File: config.mk
export PLATFORM = sky130hd
export DESIGN_NAME = rxfill_flow_ctrl
export DESIGN_NICKNAME = d
export VERILOG_FILES = /design/src/rtl/rxfill_pkg.sv /design/src/rtl/rxfill_thr_cmp.sv /design/src/rtl/rxfill_rts_hyst.sv /design/src/rtl/rxfill_flow_ctrl.sv
export SDC_FILE = /design/constraint.sdc
export NUM_CORES = 1
export LEC_CHECK = 0
export BUFFER_PORTS_ARGS = -buffer_cell sky130_fd_sc_hd__buf_4
export CORE_MARGIN = 5
export CORE_UTILIZATION = 50
export DETAILED_ROUTE_END_ITERATION = 12
export GPL_TIMING_DRIVEN = 1
export HOLD_SLACK_MARGIN = 0.12
export PLACE_DENSITY = 0.83
export SYNTH_ARGS = -nofsm -noshare
export SYNTH_HDL_FRONTEND = slang
export SYNTH_SLANG_ARGS = --single-unit
File: constraint.sdc
create_clock -name clk -period 4.4 [get_ports clk]
set_input_delay 0.88 -clock clk [delete_from_list [all_inputs] [get_ports clk]]
set_output_delay 0.88 -clock clk [all_outputs]
set_load 0.05 [all_outputs]
File: src/rtl/rxfill_pkg.sv
// Package: shared types for the receive-fill flow control block.
// Assumes: nothing beyond IEEE 1800-2017.
package rxfill_pkg;

    // Decision of the hysteresis stage for one clock.
    typedef enum logic [1:0] {
        RTS_HOLD = 2'd0,
        RTS_SET  = 2'd1,
        RTS_CLR  = 2'd2,
        RTS_SW   = 2'd3
    } rts_act_e;

endpackage

File: src/rtl/rxfill_thr_cmp.sv
// Threshold comparator: reports whether a threshold is enabled (value at
// or above MIN_ON) and whether the fill level has reached it.
// Assumes: the level and the threshold are unsigned; THR_W < LVL_W.
module rxfill_thr_cmp #(
    parameter int LVL_W  = 7,
    parameter int THR_W  = 6,
    parameter int MIN_ON = 1
) (
    input  logic [LVL_W-1:0] level,
    input  logic [THR_W-1:0] thr,
    output logic             enabled,
    output logic             hit
);
    localparam int EXT = LVL_W - THR_W;

    logic [LVL_W-1:0] thr_ext;

    // Widen the threshold to level width and compare.
    always_comb begin
        thr_ext = {{EXT{1'b0}}, thr};
        enabled = (thr_ext >= LVL_W'(MIN_ON));
        hit     = enabled && (level >= thr_ext);
    end
endmodule

File: src/rtl/rxfill_rts_hyst.sv
// Request-to-send stage: in hardware mode clears at the trip point and
// sets again once the level is HYST entries below it, holding in between.
// In software mode copies the manual bit. Output is a register.
// Assumes: fd_hit and fd_en come from the same cycle's level and threshold.
module rxfill_rts_hyst
    import rxfill_pkg::*;
#(
    parameter int LVL_W = 7,
    parameter int THR_W = 6,
    parameter int HYST  = 4
) (
    input  logic             clk,
    input  logic             rst_n,
    input  logic             hw_flow,
    input  logic             manual,
    input  logic [LVL_W-1:0] level,
    input  logic [THR_W-1:0] thr,
    input  logic             fd_en,
    input  logic             fd_hit,
    output logic             rts_q
);
    localparam int SUM_W = LVL_W + 1;

    rts_act_e         act;
    logic [SUM_W-1:0] lvl_plus;
    logic [SUM_W-1:0] thr_wide;
    logic             release_ok;

    // Work out the release point: level + HYST <= threshold.
    always_comb begin
        lvl_plus   = SUM_W'(level) + SUM_W'(HYST);
        thr_wide   = SUM_W'(thr);
        release_ok = (lvl_plus <= thr_wide);
    end

    // Pick this cycle's action from the mode and the thresholds.
    always_comb begin
        if (!hw_flow)        act = RTS_SW;
        else if (!fd_en)     act = RTS_SET;
        else if (fd_hit)     act = RTS_CLR;
        else if (release_ok) act = RTS_SET;
        else                 act = RTS_HOLD;
    end

    // Register the request-to-send line.
    always_ff @(posedge clk) begin
        if (!rst_n) begin
            rts_q <= 1'b0;
        end else begin
            case (act)
                RTS_SW:  rts_q <= manual;
                RTS_SET: rts_q <= 1'b1;
                RTS_CLR: rts_q <= 1'b0;
                default: rts_q <= rts_q;
            endcase
        end
    end
endmodule

File: src/rtl/rxfill_flow_ctrl.sv
// Top: receive-fill watermark trigger with event pulse, flow-delay status
// trigger, and request-to-send control with hysteresis.
// Assumes: fill_level never exceeds 64; all inputs synchronous to clk.
module rxfill_flow_ctrl #(
    parameter int LVL_W  = 7,
    parameter int THR_W  = 6,
    parameter int HYST   = 4,
    parameter int FD_MIN = 4
) (
    input  logic             clk,
    input  logic             rst_n,
    input  logic [LVL_W-1:0] fill_level,
    input  logic [THR_W-1:0] rx_thresh,
    input  logic [THR_W-1:0] fd_thresh,
    input  logic             hw_flow,
    input  logic             rts_manual,
    output logic             rx_trig,
    output logic             rx_evt,
    output logic             flow_trig,
    output logic             rts
);
    logic rx_en, rx_hit;
    logic fd_en, fd_hit;

    rxfill_thr_cmp #(.LVL_W(LVL_W), .THR_W(THR_W), .MIN_ON(1)) u_rx_cmp (
        .level   (fill_level),
        .thr     (rx_thresh),
        .enabled (rx_en),
        .hit     (rx_hit)
    );

    rxfill_thr_cmp #(.LVL_W(LVL_W), .THR_W(THR_W), .MIN_ON(FD_MIN)) u_fd_cmp (
        .level   (fill_level),
        .thr     (fd_thresh),
        .enabled (fd_en),
        .hit     (fd_hit)
    );

    rxfill_rts_hyst #(.LVL_W(LVL_W), .THR_W(THR_W), .HYST(HYST)) u_rts (
        .clk     (clk),
        .rst_n   (rst_n),
        .hw_flow (hw_flow),
        .manual  (rts_manual),
        .level   (fill_level),
        .thr     (fd_thresh),
        .fd_en   (fd_en),
        .fd_hit  (fd_hit),
        .rts_q   (rts)
    );

    // Register both triggers and the rising-edge event of the watermark.
    always_ff @(posedge clk) begin
        if (!rst_n) begin
            rx_trig   <= 1'b0;
            rx_evt    <= 1'b0;
            flow_trig <= 1'b0;
        end else begin
            rx_trig   <= rx_en && rx_hit;
            rx_evt    <= rx_en && rx_hit && !rx_trig;
            flow_trig <= fd_hit;
        end
    end
endmodule

# Yosys cells after proc, flatten, opt, wreduce, memory -nomap -nowiden
# Cells that the tools add are included.
[word_totals]
word_cells = 24
ff_bits = 4
output_inout_bits = 4
inputBits = 23
[op_classes]
reduce_logical = 6
magnitude_cmp = 5
n_eq_ne = 3
add_sub_neg = 1
mux = 5
[ops]
columns = ["cell", "count"]
rows = [
  [">= comparator 7 x 6 -> 1 bit", 2],
  ["adder 7 x 3 -> 8 bit (second input constant)", 1],
  ["less-or-equal comparator 8 x 6 -> 1 bit", 1],
  [">= comparator 6 x 1 -> 1 bit (second input constant)", 1],
  [">= comparator 6 x 3 -> 1 bit (second input constant)", 1],
  ["2-to-1 mux 2 bit", 3],
  ["equality test 2 bit (second input constant)", 2],
  ["logical AND 1 bit", 4],
  ["case mux 1 bit (3 select lines)", 1],
  ["nonzero test 3 bit", 1],
  ["equality test 2 x 1 -> 1 bit (second input constant)", 1],
  ["zero test 1 bit", 1],
  ["2-to-1 mux 1 bit", 1],
]

# Depth between registers and ports, before layout
[depth]
ltp_word = 8
ltp_mapped = 11
depth_no_buf = 11

# Hierarchy
# A second synthesis with hierarchy kept.
[hier_totals]
cells_unflattened = 86
area_unflattened_um2 = 730.7
[modules_own_cells]
columns = ["module", "area_per_inst_um2", "cells_per_inst", "n_inst", "seq_area_each_um2"]
rows = [
  ["rxfill_rts_hyst", 325.3, 39, 1, 20.0],
  ["rxfill_thr_cmp (u_rx_cmp)", 163.9, 21, 1, 0.0],
  ["rxfill_thr_cmp (u_fd_cmp)", 158.9, 20, 1, 0.0],
  ["rxfill_flow_ctrl", 82.6, 6, 1, 60.1],
]

# Worst setup path after synthesis
# No wires, ideal clock.
[synth_timing]
path_kind = "in2reg"
from = "input port fill_level[2]"
to = "register u_rts.rts_q"
n_path_buf = 0
stages = 11
t_arrival_ps = 2776
setup_ps = 115
required_time_ps = 4285
setup_slack_ps = 1509
cell_sequence = "ha_1 -> xor2_1 -> ha_1 -> o21a_1 -> o22ai_1 -> a31oi_1 -> o311a_1 -> ha_1 -> mux2i_1 -> o21ai_0 -> and2_1"
[synth_between]
elab_chain_cells = 8
elab_cells_between_ends = 13
cone_classes = "add/sub: 1; order compare: 2; eq/ne: 3; mux: 5; reduce/logical: 2"
[synth_rtl]
columns = ["element", "line", "rtl"]
rows = [
  ["start, declared", "rxfill_flow_ctrl.sv:12", "input logic [LVL_W-1:0] fill_level,"],
  ["adder 7 x 3 -> 8 bit", "rxfill_rts_hyst.sv:31", "lvl_plus = SUM_W'(level) + SUM_W'(HYST);"],
  ["less-or-equal comparator 8 x 6 -> 1 bit", "rxfill_rts_hyst.sv:33", "release_ok = (lvl_plus <= thr_wide);"],
  ["2-to-1 mux 1 bit", "rxfill_rts_hyst.sv:41", "else if (release_ok) act = RTS_SET;"],
  ["2-to-1 mux 2 bit (*)", "rxfill_rts_hyst.sv:40", "else if (fd_hit) act = RTS_CLR;"],
  ["2-to-1 mux 2 bit (*)", "rxfill_rts_hyst.sv:39", "else if (!fd_en) act = RTS_SET;"],
  ["2-to-1 mux 2 bit (*)", "rxfill_rts_hyst.sv:38", "if (!hw_flow) act = RTS_SW;"],
  ["equality test 2 bit or equality test 2 x 1 -> 1 bit (tied branches)", "rxfill_rts_hyst.sv:50", "case (act)"],
  ["case mux 1 bit (3 select lines) or nonzero test 3 bit (tied branches)", "--", ""],
  ["end signal, assigned", "rxfill_rts_hyst.sv:51", "RTS_SW: rts_q <= manual;"],
  ["end signal, assigned", "rxfill_rts_hyst.sv:54", "default: rts_q <= rts_q;"],
  ["end, declared", "rxfill_rts_hyst.sv:20", "output logic rts_q"],
]
# Mark *: on every way between the ends. The rest lies on a longest branch, timed or not.
# A chain may end at the register's enable or synchronous reset.

# Worst setup path in the final report
# Ends and elaborated chain as after synthesis.

==> qor.csv <==
metric;value;unit
cts_root_buf;clkbuf_4;
grt_usage;17.6;%
die_w;46.1;microns
power_density;202;nW/um^2
p_leak;0.501;nW
p_clk_share;26.2;%
cts_max_level;1;
postLayoutCoreUtil;70.1;%
die_area;2130;sq um
cts_tree;built;
combPwrFrac;50.9;%
hold_viol;0;
internal-power;0.000114;W
path_cells;buf_4 -> ha_1 -> xor2_1 -> ha_1 -> o21a_1 -> o22ai_1 -> a31oi_1 -> o311a_1 -> ha_1 -> mux2i_1 -> o21ai_0 -> and2_1;
drt-total-wl;1600;microns
ios;27;
postCtsSetupRepairBufs;0;
yosys.area.top_type_share;36.4;%
dp_hpwl;1420;microns
drv_slew;0;
final_antenna_net_count;0;
finalCritPeriodShare;66.7;%
cp.arrival;3.07;ns
path_depth;12;
period_minus_slack;2.93;ns
swShare;36.4;%
numCtsBuffers;3;
clkSinkCount;4;
area_delta_synth_final;36.2;%
startpoint_type;primary input;
dp_cells;119;
rows;13;
syn_area;653;sq um
fin_skew;0.0000480;ns
yosysTopAreaCell;ha_1;
cp-end-kind;register;
slowest_stage;ha_1;
initial_core_util;51.5;%
vias_per_cell;5.39;
dieHeight;46.1;microns
drive_gt1_share;29.0;%
antenna_found_initial;0;
drtIter0Drc;9;
p_switching;0.0000652;W
power;0.000179;W
tightestPinTransition;0.285;ns
syn-instance-count;78;
ir_drop;0.178;mV
finish.net_count;151;
cts-resized-gates;0;
cts.reportedPaths.clkPinSlew;0.04;ns
drc;0;
n_antenna_cell;0;
route.detailed.wl_per_inst;13.1;microns
routabilityCongestion;0.759;
setup_violations;0;
synth-seq-cells;4;
cp_top_family;adder cells;
max_freq;341;MHz
cpPeakStageDelay;0.30;ns
fin_tns_setup;0;ns
grt_pass1_vias;689;
critical_path_required;4.53;ns
grt_setup_unrepaired;false;
instances_no_fill;122;
ys_warn_count;0;
cap_violations;0;
power_frac_seq;22.9;%
fin_hold_ws;0.552;ns
grt_max_degree;7;
clockBufferDepth;2;
status;completed;
core-area;1270;sq um
reg2reg_depth;3;
cp.buffers_inverters;1;
grt.overflow.total;0;
first_pass_iters;3;
ctsHoldBuffers;0;
crit_type;primary input to register;
grt_pass1_wl;2750;microns
yosysUniqueCellTypes;31;
clk_latency;0.23;ns
vias;658;
synth_seq_area_share;12.3;%
relSlewSlack;80.8;%
syn_area_per_cell;8.37;sq um
hold_path_class;register to register;
cp_common_cell;ha_1;
worstPathMaxFanout;6;
worstHoldPathCells;1;
portBuffers;26;
syn_nets;120;
netlist_top_cells_area;ha_1 (36%), dfxtp_1 (12%), inv_1 (6.9%), nand3_1 (3.8%), a21o_1 (3.4%);
## metal layers
layer  share of wire [%]  routed length [microns]  vias up  global-route usage [%]
met5                   0                        0        -                       0
met4                   0                        0        0                    1.70
met3                 7.3                      117        0                    5.08
met2                  51                      824       15                    31.9
met1                  41                      659      296                    20.9
li1                    -                        -      347                       -
## worst paths after layout
path                                    end  slack, ns     startpoint
worst max-delay path            u_rts.rts_q       1.47  fill_level[2]
worst min-delay path                 rx_evt       0.55        rx_trig
worst max register to register  u_rts.rts_q       3.71    u_rts.rts_q
worst min register to register       rx_evt       0.55        rx_trig
## state kept, by name, indices dropped and copies added (netlist names)
register,flops
rx_trig,1
u_rts.rts_q,1
rx_evt,1
flow_trig,1
## worst register-to-register path, cell delays in order, from the launching register on
cell,delay (ns)
dfxtp_1,0.30
nand2_1,0.06
o21ai_0,0.07
and2_1,0.15
## Yosys cell counts (all sizes together)
| cell type | instances |
|---|---|
| inv | 12 |
| xnor2 | 1 |
| a21boi | 1 |
| and2 | 1 |
| and4b | 1 |
| mux2i | 2 |
| o21a | 1 |
| a211oi | 2 |
| o311ai | 1 |
| nand2 | 4 |
| ha | 19 |
| dfxtp | 4 |
| a21o | 3 |
| and3 | 2 |
| nor2 | 1 |
| o21bai | 1 |
| o22ai | 1 |
| nand3 | 5 |
| nor4 | 1 |
| nand2b | 2 |
| o21ai | 2 |
| nor2b | 1 |
| o211ai | 1 |
| a21oi | 3 |
| o21ba | 1 |
| o311a | 1 |
| xor2 | 1 |
| nand4 | 2 |
| a31oi | 1 |
## area by class of cell
class | count | area, sq um
flip-flops and latches | 4 | 80.1
multi-input cells | 62 | 528
well taps | 15 | 18.8
repair buffers | 26 | 195
inverters | 12 | 45.0
clock buffers | 3 | 22.5
fillers | 118 | 379
## logic make-up (layout without fill, tap and decap cells)
family          after synthesis  after routing  share of synthesized area, %
mux                           2              2                          3.07
buf+inv                      12             41                          6.90
flops                         4              4                          12.3
xor+xnor                      2              2                          2.68
fa+ha+maj                    19             19                          36.4
simple gates                 20             20                          16.9
compound gates               19             19                          21.8
## power by group through the flow
stage	clock, W	sequential (W)	combinational (W)
floorplan	0	0.0000530	0.0000448
CTS	0.0000486	0.0000410	0.0000919
global placement	0	0.0000414	0.0000871
global route	0.0000519	0.0000414	0.000101
finish	0.0000470	0.0000410	0.0000913
detailed placement	0	0.0000415	0.0000913
## layout by cell type (no fill, tap or decap), types with 2 or more instances in the layout
cell / instances
nand3_1: 5
and3_1: 2
a21oi_1: 3
ha_1: 19
inv_1: 12
dfxtp_1: 4
buf_4: 26
mux2i_1: 2
nand2b_1: 2
a21o_1: 3
nand4_1: 2
nand2_1: 4
clkbuf_4: 3
## stage by stage
| step | setup slack (ns) | area [sq um] |
|---|---|---|
| after floorplan | 1.51 | 653 |
| after global placement | 1.31 | 867 |
| after detailed placement | 1.24 | 867 |
| after CTS | 1.48 | 890 |
| after global routing | 1.38 | 890 |
| final | 1.47 | 890 |
Note: power is estimated with default switching activity, not from simulation.
